File: src/rtl/symal_pkg.sv
package symal_pkg;
  typedef enum logic [1:0] {
    ST_HUNT   = 2'd0,
    ST_VERIFY = 2'd1,
    ST_LOCKED = 2'd2
  } sync_state_e;
endpackage

File: src/rtl/symal_slicer.sv
module symal_slicer #(
  parameter int SYM_W = 5
) (
  input  logic             clk,
  input  logic             rst,
  input  logic             bit_en,
  input  logic             bit_in,
  input  logic             slip,
  output logic             sym_done,
  output logic [SYM_W-1:0] sym_word
);
  localparam int CW = $clog2(SYM_W) + 1;

  logic [SYM_W-1:0] shreg;
  logic [CW-1:0]    cnt;

  assign sym_word = {shreg[SYM_W-2:0], bit_in};
  assign sym_done = bit_en && (cnt == CW'(SYM_W - 1));

  // Setting the counter to all ones makes it wrap through zero, which adds one bit to the next symbol.
  always_ff @(posedge clk) begin
    if (rst) begin
      shreg <= '0;
      cnt   <= '0;
    end else if (bit_en) begin
      shreg <= sym_word;
      if (sym_done) cnt <= slip ? '1 : '0;
      else          cnt <= cnt + 1'b1;
    end
  end


  slip_at_boundary_chk: assert property (@(posedge clk) disable iff (rst)
    slip |-> sym_done);


  phase_range_chk: assert property (@(posedge clk) disable iff (rst)
    (cnt < CW'(SYM_W)) || (cnt == '1));
endmodule

File: src/rtl/symal_monitor.sv
module symal_monitor
  import symal_pkg::*;
#(
  parameter int VERIFY_LEN = 16,
  parameter int WIN_LEN    = 64,
  parameter int BAD_LIMIT  = 4
) (
  input  logic clk,
  input  logic rst,
  input  logic sym_done,
  input  logic sym_valid,
  output logic slip,
  output logic locked,
  output logic sig_good
);
  localparam int VW = (VERIFY_LEN > 1) ? $clog2(VERIFY_LEN) : 1;
  localparam int WW = (WIN_LEN > 1) ? $clog2(WIN_LEN) : 1;
  localparam int BW = $clog2(BAD_LIMIT + 1);

  sync_state_e   state;
  logic [VW-1:0] vcnt;
  logic [WW-1:0] wcnt;
  logic [BW-1:0] bcnt;
  logic          good_q;
  logic          last_bad;

  assign last_bad = (bcnt == BW'(BAD_LIMIT - 1));
  assign locked   = (state == ST_LOCKED);
  assign sig_good = good_q;
  assign slip     = sym_done && !sym_valid && (!locked || last_bad);

  always_ff @(posedge clk) begin
    if (rst) begin
      state  <= ST_HUNT;
      vcnt   <= '0;
      wcnt   <= '0;
      bcnt   <= '0;
      good_q <= 1'b0;
    end else if (sym_done) begin
      unique case (state)
        ST_HUNT: begin
          if (sym_valid) begin
            state <= ST_VERIFY;
            vcnt  <= '0;
          end
        end
        ST_VERIFY: begin
          if (!sym_valid) begin
            state <= ST_HUNT;
          end else if (vcnt == VW'(VERIFY_LEN - 1)) begin
            state  <= ST_LOCKED;
            good_q <= 1'b1;
            wcnt   <= '0;
            bcnt   <= '0;
          end else begin
            vcnt <= vcnt + 1'b1;
          end
        end
        ST_LOCKED: begin
          if (!sym_valid && last_bad) begin
            state  <= ST_HUNT;
            good_q <= 1'b0;
          end else if (wcnt == WW'(WIN_LEN - 1)) begin
            wcnt <= '0;
            bcnt <= '0;
          end else begin
            wcnt <= wcnt + 1'b1;
            if (!sym_valid) bcnt <= bcnt + 1'b1;
          end
        end
        default: state <= ST_HUNT;
      endcase
    end
  end


  lock_from_verify_chk: assert property (@(posedge clk) disable iff (rst)
    $rose(good_q) |-> $past(state == ST_VERIFY));


  drop_on_bad_chk: assert property (@(posedge clk) disable iff (rst)
    $fell(good_q) |-> $past(sym_done && !sym_valid));


  bad_count_bound_chk: assert property (@(posedge clk) disable iff (rst)
    bcnt < BW'(BAD_LIMIT));
endmodule

File: src/rtl/symal_output.sv
module symal_output #(
  parameter int                     SYM_W      = 5,
  parameter logic [(1<<SYM_W)-1:0]  VALID_MASK = 32'hECEC_EE04,
  parameter logic [SYM_W-1:0]       ESC_CODE   = 5'h02,
  parameter logic [SYM_W-1:0]       SOC_CODE   = 5'h02,
  parameter logic [SYM_W-1:0]       TMK_CODE   = 5'h0D
) (
  input  logic             clk,
  input  logic             rst,
  input  logic             sym_done,
  input  logic [SYM_W-1:0] sym_word,
  input  logic             locked,
  output logic             sym_valid,
  output logic             sym_stb,
  output logic [SYM_W-1:0] sym_data,
  output logic             sym_ok,
  output logic             mark_soc,
  output logic             mark_tmk
);
  logic esc_pend;

  assign sym_valid = VALID_MASK[sym_word];

  always_ff @(posedge clk) begin
    if (rst) begin
      sym_stb  <= 1'b0;
      sym_data <= '0;
      sym_ok   <= 1'b0;
      mark_soc <= 1'b0;
      mark_tmk <= 1'b0;
      esc_pend <= 1'b0;
    end else begin
      sym_stb <= sym_done;
      if (sym_done) begin
        sym_data <= sym_word;
        sym_ok   <= sym_valid;
        mark_soc <= locked && esc_pend && (sym_word == SOC_CODE);
        mark_tmk <= locked && esc_pend && (sym_word == TMK_CODE);
        esc_pend <= locked && !esc_pend && (sym_word == ESC_CODE);
      end else begin
        mark_soc <= 1'b0;
        mark_tmk <= 1'b0;
      end
    end
  end


  mark_with_symbol_chk: assert property (@(posedge clk) disable iff (rst)
    (mark_soc || mark_tmk) |-> (sym_stb && sym_ok));


  mark_needs_lock_chk: assert property (@(posedge clk) disable iff (rst)
    (mark_soc || mark_tmk) |-> $past(locked));
endmodule

File: src/rtl/symbol_aligner.sv
module symbol_aligner #(
  parameter int                     SYM_W      = 5,
  parameter int                     VERIFY_LEN = 16,
  parameter int                     WIN_LEN    = 64,
  parameter int                     BAD_LIMIT  = 4,
  parameter logic [(1<<SYM_W)-1:0]  VALID_MASK = 32'hECEC_EE04,
  parameter logic [SYM_W-1:0]       ESC_CODE   = 5'h02,
  parameter logic [SYM_W-1:0]       SOC_CODE   = 5'h02,
  parameter logic [SYM_W-1:0]       TMK_CODE   = 5'h0D
) (
  input  logic             clk,
  input  logic             rst,
  input  logic             bit_en,
  input  logic             bit_in,
  input  logic             fifo_wr_req,
  output logic             sym_stb,
  output logic [SYM_W-1:0] sym_data,
  output logic             sym_ok,
  output logic             mark_soc,
  output logic             mark_tmk,
  output logic             sig_good,
  output logic             fifo_wr_en
);
  logic             sym_done;
  logic [SYM_W-1:0] sym_word;
  logic             sym_valid;
  logic             slip;
  logic             locked;

  symal_slicer #(.SYM_W(SYM_W)) u_slicer (
    .clk      (clk),
    .rst      (rst),
    .bit_en   (bit_en),
    .bit_in   (bit_in),
    .slip     (slip),
    .sym_done (sym_done),
    .sym_word (sym_word)
  );

  symal_output #(
    .SYM_W      (SYM_W),
    .VALID_MASK (VALID_MASK),
    .ESC_CODE   (ESC_CODE),
    .SOC_CODE   (SOC_CODE),
    .TMK_CODE   (TMK_CODE)
  ) u_output (
    .clk       (clk),
    .rst       (rst),
    .sym_done  (sym_done),
    .sym_word  (sym_word),
    .locked    (locked),
    .sym_valid (sym_valid),
    .sym_stb   (sym_stb),
    .sym_data  (sym_data),
    .sym_ok    (sym_ok),
    .mark_soc  (mark_soc),
    .mark_tmk  (mark_tmk)
  );

  symal_monitor #(
    .VERIFY_LEN (VERIFY_LEN),
    .WIN_LEN    (WIN_LEN),
    .BAD_LIMIT  (BAD_LIMIT)
  ) u_monitor (
    .clk       (clk),
    .rst       (rst),
    .sym_done  (sym_done),
    .sym_valid (sym_valid),
    .slip      (slip),
    .locked    (locked),
    .sig_good  (sig_good)
  );

  assign fifo_wr_en = fifo_wr_req & sig_good;


  reset_quiet_chk: assert property (@(posedge clk)
    rst |=> (!sig_good && !sym_stb && !mark_soc && !mark_tmk));


  strobe_after_bit_chk: assert property (@(posedge clk) disable iff (rst)
    sym_stb |-> $past(bit_en));
endmodule

File: config.mk
export PLATFORM = sky130hd
export DESIGN_NAME = symbol_aligner
export DESIGN_NICKNAME = d
export VERILOG_FILES = /design/src/rtl/symal_pkg.sv /design/src/rtl/symal_slicer.sv /design/src/rtl/symal_monitor.sv /design/src/rtl/symal_output.sv /design/src/rtl/symbol_aligner.sv
export SDC_FILE = /design/constraint.sdc
export NUM_CORES = 1
export LEC_CHECK = 0
export ABC_AREA = 1
export CAP_MARGIN = 0
export CORE_MARGIN = 1.5
export CORE_UTILIZATION = 62
export DETAILED_ROUTE_END_ITERATION = 10
export DONT_BUFFER_PORTS = 1
export PLACE_DENSITY = 0.81
export SYNTH_ARGS = -nofsm -noshare
export SYNTH_HDL_FRONTEND = slang
export SYNTH_SLANG_ARGS = --single-unit
File: constraint.sdc
create_clock -name clk -period 2.1 [get_ports clk]
set_clock_uncertainty 0.15 [all_clocks]
set_input_delay 0 -clock clk [delete_from_list [all_inputs] [get_ports clk]]
set_output_delay 0 -clock clk [all_outputs]
set_load 0.05 [all_outputs]
After elaboration in Yosys (flattened, before gate mapping)
Memory sizes are Yosys's and may differ from the RTL's.
Cells that the tools add are included.
- memories: 1
- memory bits (writable): 0
- latch bits: 0
- register bits: 34
- input bits: 5
- word-level logic and storage cells: 86
- bits in read-only memories: 32
- output and inout bits: 11
- memory list (memory ; depth ; width ; rd ports ; clocked after memory_dff ; wr ports ; RTL line ; text):
    (name not given) ; 32 ; 1 ; 1 ; 0 ; 0 ; symal_output.sv:22 ; assign sym_valid = VALID_MASK[sym_word];
- bitwise gates (word level): 2
- multiply operators: 0
- add/subtract/negate cells: 4
- eq/ne operators: 16
- shift operators: 0
- magnitude comparators: 1
- reduce and logical (&&, ||, !) cells: 22
- mux-type cells: 27
- div/mod/pow operators: 0
- operator list (kind ; count):
    6-bit two-way mux ; 4
    4-bit two-way mux ; 5
    3-bit two-way mux ; 5
    5-bit AND reduction ; 3
    6-bit case mux with 2 select lines ; 1
    1-bit logical AND ; 9
    4-bit by 1-bit adder with 4-bit output, second input constant ; 2
    2-bit two-way mux ; 4
    4-bit case mux with 2 select lines ; 1
    6-bit by 1-bit adder with 6-bit output, second input constant ; 1
    6-bit == test, second input constant ; 1
    5-bit by 6-bit less-than comparator with 1-bit output, second input constant ; 1
    2-bit by 1-bit inequality test with 1-bit output, second input constant ; 3
    2-bit inequality test, second input constant ; 3
    3-bit inequality test, second input constant ; 2
    2-bit case mux with 3 select lines ; 1
    3-bit case mux with 2 select lines ; 1
    6-bit AND reduction ; 1
    5-bit by 2-bit == test with 1-bit output, second input constant ; 1
    5-bit by 4-bit == test with 1-bit output, second input constant ; 1
    4-bit by 3-bit == test with 1-bit output, second input constant ; 1
    4-bit == test, second input constant ; 1
    1-bit two-way mux ; 4
    4-bit AND reduction ; 1
    other kinds (12) ; 15

Logic depth before layout (Yosys ltp)
- depth in word-level cells: 7
- gate-level depth with buffers: 12
- depth with buffers taken out: 12

Cells and area by module
A second synthesis with hierarchy kept.
- cells, all modules: 263
- area, all modules: 1825.5 um2
- by module, submodules not included (module ; times used ; cells each ; area an instance (um2)):
    symal_monitor ; 1 ; 144 ; 977.2
    symal_slicer ; 1 ; 64 ; 434.2
    symal_output ; 1 ; 53 ; 406.6
    symbol_aligner ; 1 ; 2 ; 7.5

Least setup slack after synthesis
No wires, ideal clock.
- path kind: reg-to-reg
- start: register u_monitor.wcnt[0]
- end: register u_monitor.bcnt[2]
- path slack: 0.512 ns
- clock period less this slack: 1.588 ns
- required time: 1.837 ns
- stages on the path, launching flop included: 11
- path buffers: 0
- arrival time: 1.325 ns
- cells stage by stage: dfxtp_1 -> ha_1 -> nand2_1 -> nor2_1 -> nand3_1 -> nand2_1 -> nor2_1 -> nor2_2 -> nand2_2 -> nor2_1 -> nor2_1
- word-level cells in the longest chain between the ends: 4
- ends and longest elaborated chain (item ; RTL line ; text):
    from (decl) ; symal_monitor.sv:22 ; logic [WW-1:0] wcnt;
    from (signal assigned) ; symal_monitor.sv:67 ; wcnt <= wcnt + 1'b1;
    6-bit == test * ; symal_monitor.sv:63 ; end else if (wcnt == WW'(WIN_LEN - 1)) begin
    3-bit two-way mux ; symal_monitor.sv:63 ;
    3-bit two-way mux ; symal_monitor.sv:60 ; if (!sym_valid && last_bad) begin
    3-bit case mux with 2 select lines ; symal_monitor.sv:40 ; unique case (state)
    to (signal assigned) ; symal_monitor.sv:68 ; if (!sym_valid) bcnt <= bcnt + 1'b1;
    to (decl) ; symal_monitor.sv:23 ; logic [BW-1:0] bcnt;
Every way passes the cells marked *; elsewhere a longest branch is shown, timed or not. The select of a mux whose other input is x is not followed.
A chain may end at the register's enable or synchronous reset.

Worst setup path after layout
- start: register u_slicer.cnt[0]
- end: register u_monitor.bcnt[2]
- word-level cells in the longest chain between the ends: 3
- ends and longest elaborated chain (item ; RTL line ; text):
    from (decl) ; symal_slicer.sv:15 ; logic [CW-1:0] cnt;
    from (signal assigned) ; symal_slicer.sv:27 ; if (sym_done) cnt <= slip ? '1 : '0;
    from (signal assigned) ; symal_slicer.sv:28 ; else cnt <= cnt + 1'b1;
    4-bit by 3-bit == test with 1-bit output ; symal_slicer.sv:18 ; assign sym_done = bit_en && (cnt == CW'(SYM_W - 1));
    1-bit logical AND ; symal_slicer.sv:18 ;
    6-bit AND reduction (no line) ; - ;
Every way passes these cells.

==> impl_metrics.tcl <==
set metrics [dict create \
    syn_area_um2 1720 \
    setup_tns_ps 0 \
    r2r_cells 11 \
    fin_cells 274 \
    cts.repair.resized 0 \
    seq_area_um2 681 \
    min_path_type "in2reg" \
    leakage_nw 0.796 \
    drv_slew 0 \
    switching_share_pct 26.8 \
    die_w_um 55.7 \
    dieArea_um2 3100 \
    avgSynthCellArea_um2 7.26 \
    layout-drive-gt1-share_pct 10.7 \
    clock.fmax_ghz 0.512 \
    worstSetupEndpoint "u_monitor.bcnt[2]" \
    crit_slowest_cell "dfxtp_1" \
    power_density_nw_per_um2 687 \
    overflow 0 \
    cpMostUsedCell "nor2_1" \
    gr-usage-all-layers_pct 26.3 \
    dpl_cell_area_um2 1740 \
    ys_types 30 \
    multiInputGateArea_um2 910 \
    synth_largest_area_cell "dfxtp_1" \
    routedWlPerCell_um 14.0 \
    fillers 214 \
    cts.htree.levels 2 \
    grt_pass1_wl_mm 6.61 \
    drv_cap 0 \
    path_cells "inv_1 -> ha_1 -> nand2_2 -> nor2_8 -> nand2_4 -> nor2_1 -> nand2_1 -> nor2_2 -> nand2_2 -> nor2_1 -> nor2_1" \
    finalCriticalPeriod_ps 1950 \
    worst-slew-pin-transition_ps 721 \
    cts_tree "yes" \
    vias 1601 \
    worst_hold_slack_ps 41.0 \
    yosys_warnings 0 \
    grt_max_degree 27 \
    cts-root-buf "clkbuf_4" \
    dp_hpwl_mm 2.62 \
    cp_slowest_stage_delay_ps 360 \
    synth_seq_cells 34 \
    ff2ff_setup_slack_ps 150 \
    antenna_left 0 \
    coreArea_um2 2540 \
    power.switching_mw 0.341 \
    drt-pass1-iter-count 4 \
    crit_start "u_slicer.cnt[0]" \
    cp.buffers_inverters 1 \
    cts.sinks 34 \
    path_class "reg2reg" \
    hp-start "rst" \
    critical_path.top_delay_family "simple AND/OR/NAND/NOR gates" \
    antenna_cells 0 \
    dieHeight_um 55.7 \
    setup_violations 0 \
    syn_to_final_growth_pct 7.49 \
    setup_ws_ps 148 \
    cts_buffer_depth 2 \
    combinationalPowerShare_pct 9.2 \
    final_nets 257 \
    hold_violations 0 \
    rows 18 \
    startpoint_type "register" \
    antenna_found_initial 0 \
    drc 0 \
    end_kind "register" \
    gp_congestion 0.801 \
    power_mw 1.27 \
    r2r_start "u_slicer.cnt[0]" \
    r2r_end "u_monitor.bcnt[2]" \
    outcome "completed" \
    path_depth 11 \
    cts_made_buffers 5 \
    p_clk_share_pct 35.8 \
    synth.area.top_cells "dfxtp_1, nand2_1, nor2_1, ha_1, a21oi_1" \
    synth_top_area_share_pct 39.6 \
    grt_pass1_vias 1579 \
    num_io_pins 16 \
    syn_inst 237 \
    initial_core_util_pct 67.6 \
    relSlewSlack_pct 51.9 \
    routed_via_density 5.84 \
    seq_area_frac_synth_pct 39.6 \
    clk_latency_ps 340 \
    cp_max_fo 19 \
    synth_nets 251 \
    io_buffer_count 0 \
    placed_cells 263 \
    first_iter_violations 57 \
    routed_wl_mm 3.83 \
    rsz0062_at_grt "no" \
    max-vdd-ir-drop_mv 0.698 \
    final_area_um2 1850 \
    p_int_mw 0.930 \
    arrival_ps 2040 \
    cp.required_ps 2190 \
    fin_crit_sh_pct 92.9 \
    fin_util_pct 72.7 \
    pre_cts_ws_ps 251 \
    p_seq_share_pct 55.0 \
    clk_pin_slew_ps 110 \
]
worst register-to-register path: stages (launching register included):
cell and delay, ps:
dfxtp_1 360, inv_1 90, ha_1 180, nand2_2 100, nor2_8 280, nand2_4 90
nor2_1 90, nand2_1 80, nor2_2 150, nand2_2 100, nor2_1 130, nor2_1 60
synthesized netlist by cell type (all sizes together):
cell type	number
nor2	39
or2	1
nor3b	1
clkbuf	1
a211oi	1
dfxtp	34
o211ai	2
nand3	17
xor2	5
nor3	1
ha	9
buf	3
o21a	1
inv	29
a21oi	22
nand4	3
clkinv	1
nand2	42
o21ai	22
a31oi	3
routing by layer:
layer / share of wire, % / global-route usage [%] / vias up / wire, µm
li1: - / - / 785 / -
met1: 44 / 30.7 / 754 / 1680
met2: 50 / 46.3 / 55 / 1910
met3: 4.7 / 5.81 / 7 / 179
met4: 1.4 / 11.1 / 0 / 53
met5: 0 / 0 / - / 0
cells in the final DEF, fill, tap and decap left out, drive strengths merged:
cell type / instances
a211oi: 1
a21oi: 22
a31oi: 3
clkbuf: 8
clkinv: 1
dfxtp: 34
dlygate4sd3: 3
ha: 9
inv: 29
nand2: 42
nand3: 17
nand4: 3
nor2: 39
nor3: 1
nor3b: 1
o211ai: 2
o21a: 1
o21ai: 22
or2: 1
xor2: 5
power groups by stage:
stage	clock (mW)	sequential, mW	combinational (mW)
6_report	0.455	0.698	0.117
5_1_grt	0.485	0.700	0.131
4_1_cts	0.458	0.697	0.114
3_5_place_dp	0	0.711	0.102
3_3_place_gp	0	0.710	0.0963
2_1_floorplan	0	0.708	0.0865
state kept, by name, summed over array words and instances, names as in the netlist, 2 cells and up:
name,cells
u_slicer.shreg,4
u_monitor.vcnt,4
u_slicer.cnt,4
u_output.sym_data,5
u_monitor.wcnt,6
u_monitor.bcnt,3
u_monitor.state,2
timing repair:
action | 4_1_cts | 5_1_grt
hold endpoints to repair | 22 | 0
hold buffers | 3 | 0
buffers inserted | 0 | 0
kinds of logic (layout without fill, tap and decap cells):
group	after synthesis	count (layout)	share of synthesized area, %
compound gates	51	51	15.9
xor+xnor	5	5	2.55
fa+ha+maj	9	9	6.55
buf+inv	34	41	7.56
flops	34	34	39.6
simple gates	104	104	27.9
worst min path at each step:
stage / end / slack, ps / depth (start not counted)
final: u_monitor.wcnt[5] / 40 / 3
after global routing: u_monitor.state[0] / 70 / 3
after CTS: u_monitor.bcnt[2] / 20 / 3
after detailed placement: u_monitor.vcnt[1] / -80 / 1
after global placement: u_monitor.vcnt[2] / -80 / 1
after floorplan: u_monitor.vcnt[0] / -80 / 1
cell type report:
class                   count  area share, %
repair buffers              3           1.62
multi-input cells         169           49.2
flip-flops and latches     34           36.8
clock buffers               8           4.26
inverters                  30           6.09
well taps                  30           2.03
Note: power is estimated with default switching activity, not from simulation.
